<file path="src/rtl/sbaud_pkg.sv">
package sbaud_pkg;
  typedef enum logic {
    REG_UPPER = 1'b0,
    REG_LOWER = 1'b1
  } sbaud_reg_e;
endpackage

</file>
<file path="src/rtl/sbaud_regs.sv">
module sbaud_regs
  import sbaud_pkg::*;
#(
  parameter int DIV_W  = 13,
  parameter int DATA_W = 8,
  parameter int LO_RST = 4
) (
  input  logic              clk,
  input  logic              rst_n,
  input  logic              wr_en,
  input  logic              wr_addr,
  input  logic [DATA_W-1:0] wr_data,
  input  logic              rd_addr,
  output logic [DATA_W-1:0] rd_data,
  output logic [DIV_W-1:0]  div_o,
  output logic              commit_o,
  output logic              brk_ie_o,
  output logic              edge_ie_o
);
  localparam int HI_W  = DIV_W - DATA_W;
  localparam int PAD_W = DATA_W - 2 - HI_W;

  logic [HI_W-1:0]  shadow_q;
  logic [DIV_W-1:0] div_q;
  logic             brk_q, edge_q;
  logic             wr_upper;

  assign wr_upper = wr_en && (wr_addr == REG_UPPER);
  assign commit_o = wr_en && (wr_addr == REG_LOWER);

  always_ff @(posedge clk or negedge rst_n) begin
    if (!rst_n) begin
      shadow_q <= '0;
      div_q    <= DIV_W'(LO_RST);
      brk_q    <= 1'b0;
      edge_q   <= 1'b0;
    end else begin
      if (wr_upper) begin
        shadow_q <= wr_data[HI_W-1:0];
        brk_q    <= wr_data[DATA_W-1];
        edge_q   <= wr_data[DATA_W-2];
      end
      if (commit_o) begin
        div_q <= {shadow_q, wr_data};
      end
    end
  end

  always_comb begin
    if (rd_addr == REG_UPPER) begin
      rd_data = {brk_q, edge_q, {PAD_W{1'b0}}, div_q[DIV_W-1:DATA_W]};
    end else begin
      rd_data = div_q[DATA_W-1:0];
    end
  end

  assign div_o     = div_q;
  assign brk_ie_o  = brk_q;
  assign edge_ie_o = edge_q;

  // an upper write alone leaves the working divisor untouched
  a_r2_upper_buffered: assert property (@(posedge clk) disable iff (!rst_n)
    wr_upper |=> $stable(div_q));
endmodule

</file>
<file path="src/rtl/sbaud_prescale.sv">
module sbaud_prescale #(
  parameter int DIV_W = 13
) (
  input  logic             clk,
  input  logic             rst_n,
  input  logic             run_i,
  input  logic             commit_i,
  input  logic [DIV_W-1:0] div_i,
  output logic             tick16_o
);
  logic [DIV_W-1:0] cnt_q;
  logic             at_end;

  assign at_end   = (cnt_q == div_i - 1'b1);
  assign tick16_o = run_i && at_end;

  always_ff @(posedge clk or negedge rst_n) begin
    if (!rst_n) begin
      cnt_q <= '0;
    end else if (!run_i || commit_i || at_end) begin
      cnt_q <= '0;
    end else begin
      cnt_q <= cnt_q + 1'b1;
    end
  end

  // while running the counter stays below the divisor
  a_r4_in_range: assert property (@(posedge clk) disable iff (!rst_n)
    run_i |-> (cnt_q < div_i));
  // each pulse restarts the period from zero
  a_r4_restart: assert property (@(posedge clk) disable iff (!rst_n)
    tick16_o |=> (cnt_q == '0));
endmodule

</file>
<file path="src/rtl/sbaud_x16.sv">
module sbaud_x16 #(
  parameter int OVS = 16
) (
  input  logic clk,
  input  logic rst_n,
  input  logic run_i,
  input  logic commit_i,
  input  logic tick16_i,
  output logic bit_tick_o
);
  localparam int OVS_W = $clog2(OVS);

  logic [OVS_W-1:0] cnt_q;
  logic             last;

  assign last       = (cnt_q == OVS_W'(OVS - 1));
  assign bit_tick_o = tick16_i && last;

  always_ff @(posedge clk or negedge rst_n) begin
    if (!rst_n) begin
      cnt_q <= '0;
    end else if (!run_i || commit_i) begin
      cnt_q <= '0;
    end else if (tick16_i) begin
      cnt_q <= last ? '0 : cnt_q + 1'b1;
    end
  end

  // a bit pulse never appears without an oversampling pulse
  a_r6_sub_tick: assert property (@(posedge clk) disable iff (!rst_n)
    bit_tick_o |-> tick16_i);
  // a stopped generator holds the count at zero
  a_r7_held_zero: assert property (@(posedge clk) disable iff (!rst_n)
    !run_i |=> (cnt_q == '0));
endmodule

</file>
<file path="src/rtl/sbaud_divider.sv">
module sbaud_divider #(
  parameter int DIV_W  = 13,
  parameter int DATA_W = 8,
  parameter int OVS    = 16,
  parameter int LO_RST = 4
) (
  input  logic              clk,
  input  logic              rst_n,
  input  logic              wr_en,
  input  logic              wr_addr,
  input  logic [DATA_W-1:0] wr_data,
  input  logic              rd_addr,
  output logic [DATA_W-1:0] rd_data,
  input  logic              rx_en,
  input  logic              tx_en,
  output logic              tick16,
  output logic              bit_tick,
  output logic              brk_ie,
  output logic              edge_ie
);
  logic [DIV_W-1:0] div;
  logic             commit;
  logic             run;

  sbaud_regs #(.DIV_W(DIV_W), .DATA_W(DATA_W), .LO_RST(LO_RST)) i_regs (
    .clk(clk), .rst_n(rst_n), .wr_en(wr_en), .wr_addr(wr_addr),
    .wr_data(wr_data), .rd_addr(rd_addr), .rd_data(rd_data),
    .div_o(div), .commit_o(commit), .brk_ie_o(brk_ie), .edge_ie_o(edge_ie)
  );

  assign run = (div != '0) && (rx_en || tx_en);

  sbaud_prescale #(.DIV_W(DIV_W)) i_prescale (
    .clk(clk), .rst_n(rst_n), .run_i(run), .commit_i(commit),
    .div_i(div), .tick16_o(tick16)
  );

  sbaud_x16 #(.OVS(OVS)) i_x16 (
    .clk(clk), .rst_n(rst_n), .run_i(run), .commit_i(commit),
    .tick16_i(tick16), .bit_tick_o(bit_tick)
  );

  // a zero divisor keeps both outputs quiet
  a_r3_zero_quiet: assert property (@(posedge clk) disable iff (!rst_n)
    (div == '0) |-> (!tick16 && !bit_tick));
endmodule

</file>
<file path="config.mk">
export PLATFORM = sky130hd
export DESIGN_NAME = sbaud_divider
export DESIGN_NICKNAME = d
export VERILOG_FILES = /design/src/rtl/sbaud_pkg.sv /design/src/rtl/sbaud_regs.sv /design/src/rtl/sbaud_prescale.sv /design/src/rtl/sbaud_x16.sv /design/src/rtl/sbaud_divider.sv
export SDC_FILE = /design/constraint.sdc
export NUM_CORES = 1
export LEC_CHECK = 0
export BUFFER_PORTS_ARGS = -buffer_cell sky130_fd_sc_hd__buf_4
export CORE_MARGIN = 2
export CORE_UTILIZATION = 55
export DETAILED_ROUTE_END_ITERATION = 16
export GPL_TIMING_DRIVEN = 1
export PLACE_DENSITY_LB_ADDON = 0.08
export SKIP_LAST_GASP = 1
export SYNTH_ARGS = -nofsm -noshare
export SYNTH_HDL_FRONTEND = slang
export SYNTH_SLANG_ARGS = --single-unit
</file>
<file path="constraint.sdc">
create_clock -name clk -period 5.8 [get_ports clk]
set_input_delay 0.58 -clock clk [delete_from_list [all_inputs] [get_ports clk]]
set_output_delay 0.58 -clock clk [all_outputs]
set_load 0.03 [all_outputs]
</file>
==> results.cfg <==
[worst_setup_path]
startpoint_type = register
worst_path_max_delay_cell = nor3b_2
criticalPathCategory = register to primary output
r2r_setup_slack_ps = 2770
path_cells = inv_1 -> ha_1 -> nor3b_2 -> nand4_1 -> xnor2_1 -> a2111oi_4 -> o2111a_1 -> nand2_1 -> nor2_1 -> buf_4
r2r-start = i_regs.div_o[0]
rr_endpoint = i_x16.cnt_q[3]
reg2reg_depth = 9
max_stage_delay_ps = 480
critPathMaxFanout = 9
crit_path_end_kind = primary output
crit_arrival_ps = 2950
startpoint = i_regs.div_o[0]
required_ps = 5220

[global_routing]
grt_pass1_wl_um = 7420
grt_max_degree = 38
antenna_found_initial = 0
overflow = 0
grt_pass1_vias = 1577
grt_usage_pct = 22.7

[sta]
setup_viol = 0
clock.fmax_mhz = 283
hold_viol = 0
setup_ws_ps = 2270
finalSetupTns_ps = 0
slew_violations = 0
finalCritPeriodShare_pct = 60.9
tightest_slew_ps = 785
clock_skew_ps = 1.87
rsz0062_at_grt = no
slew_headroom_pct = 47.2
finalCriticalPeriod_ps = 3530

[yosys]
synthesis.area_mm2 = 0.00214
async_reset_ff_share_pct = 100
seq_area_frac_synth_pct = 43.3
syn_inst = 204
synthTopCellsByArea = dfrtp_1 42%, mux2_2 14%, xor2_1 5.7%, xnor2_1 4.1%, nor2_1 3.0%
ys.flop_type = dfrtp_1
syn_nets = 222
yosys.area.top_type_share_pct = 42.0
synth_edf_count = 0
synth.avg_cell_area_um2 = 10.5
synth_cell_types = 47
yosysWarnings = 0
yosysTopAreaCell = dfrtp_1
synth-seq-cells = 37

[clock_network]
clock_sinks = 37
cts_tree = yes
post-cts-setup-buffer-count = 0
cts_resized = 0
clk_pin_slew_ps = 70
htree_num_levels = 2
cts_made_buffers = 5
ctsHoldBuffers = 0
clock_latency_ps = 290
clockBufferDepth = 2
root_buffer = clkbuf_8

[layout]
final_cell_mix = 36 x dfrtp_1, 27 x mux2_2, 26 x buf_4
final_common_cell = dfrtp_1
multiInputGateArea_mm2 = 0.00115
ff_latch_area_um2 = 927
drive_gt1_share_pct = 30.1
nets = 246
fillers = 318
diodes = 0
area_growth_pct = 15.5

[detailed_routing]
wl_per_cell_um = 16.2
dr.pass1.iters = 5
ant_nets = 0
via_per_inst = 5.64
met3RoutedLength_um = 168
highest_layer = met4
drc = 0
routed_wl_um = 4480
vias = 1563
met2_length_um = 2350
drt_iter0_markers = 96
wirelength_met1_um = 1950

[run_status]
status = finished, final reports clean

[power_and_ir_drop]
peakVddDrop_v = 0.000199
p_leak_nw = 1.08
total_power_mw = 0.739
cellPowerDensity_mw_per_mm2 = 298

[floorplan]
initial_utilization_pct = 57.7
die_y_um = 66.4
dieArea_mm2 = 0.00441
io_pins = 27
row_count = 22
die_x_um = 66.4
core_area_mm2 = 0.00372

[placement]
post-place-ws_ps = 2600
gp_congestion = 0.857
portBuffers = 26
place_hpwl_um = 3410

[worst_hold_path]
hold_class = primary input to async pin

[flow_run]
drv_cap = 0
[metrics by stage]
| stage | utilization, % | hold slack, ps | instances | cell area, µm² |
|---|---|---|---|---|
| 2_1_floorplan | - | 284 | 204 | 2140 |
| 3_3_place_gp | 63.4 | 486 | 269 | 2360 |
| 3_5_place_dp | 63.4 | 491 | 269 | 2360 |
| 4_1_cts | 66.6 | 251 | 277 | 2480 |
| 5_1_grt | 66.6 | 260 | 277 | 2480 |
| 6_report | 66.6 | 232 | 277 | 2480 |
[how the worst max path moves through the flow]
stage	end	cells after the start
floorplan	bit_tick	9
global placement	bit_tick	10
detailed placement	bit_tick	10
CTS	bit_tick	10
global route	bit_tick	10
finish	bit_tick	10
[cell families after synthesis]
logic type,after synthesis,synth area share [%]
AND/OR/NAND/NOR,72,17.9
flip-flops,37,43.3
multiplexers,27,14.2
AO/OA/AOI/OAI,26,10.1
XOR/XNOR,24,9.81
buffers and inverters,15,3.04
adder cells (fa/ha/maj),3,1.75
[cell usage after synthesis (2+ instances only)]
cell type  instances
a21oi_1            9
nand4_1            2
xnor2_1           10
nor2_1            17
dfrtp_1           36
clkbuf_1           6
nor3_1             4
nand2_1           14
o2111ai_2          2
o21ai_0            2
nand3b_1           3
ha_1               3
nor2b_1            2
nor3b_1            2
and2_1             2
inv_1              6
xor2_1            14
and3_1             6
mux2_2            27
nand3_1           10
[sequential cells by signal (all words and copies together) (netlist names)]
| register | cells |
|---|---|
| i_prescale.cnt_q | 13 |
| i_regs.div_o | 13 |
| i_regs.shadow_q | 5 |
| i_x16.cnt_q | 4 |
| i_regs.brk_ie_o | 1 |
| i_regs.edge_ie_o | 1 |
[layer usage]
layer | vias up | GRT usage, %
met5 | - | 0
met4 | 0 | 4.59
met3 | 2 | 5.28
met2 | 29 | 40.5
met1 | 767 | 28.0
li1 | 765 | -
[worst max-delay path, delay by kind of cell (launching register included)]
family	cells	cell delay (ps)
AND/OR/NAND/NOR	4	910
adder cells (fa/ha/maj)	1	170
buffers and inverters	2	240
flip-flops	1	440
AO/OA/AOI/OAI	2	680
XOR/XNOR	1	230
[cell type report]
type,instances,area share (%)
Clock buffer,6,3.34
Clock inverter,2,1.52
Inverter,6,0.910
Multi-Input combinational cell,152,46.5
Sequential cell,37,37.4
Tap cell,48,2.43
Timing Repair Buffer,26,7.88
[where the power goes]
group          leakage, nW  switching [mW]  internal, mW
Combinational        0.556          0.0929        0.0843
Clock               0.0574          0.0916         0.140
Sequential           0.468          0.0436         0.287
(Power assumes the default switching activity.)
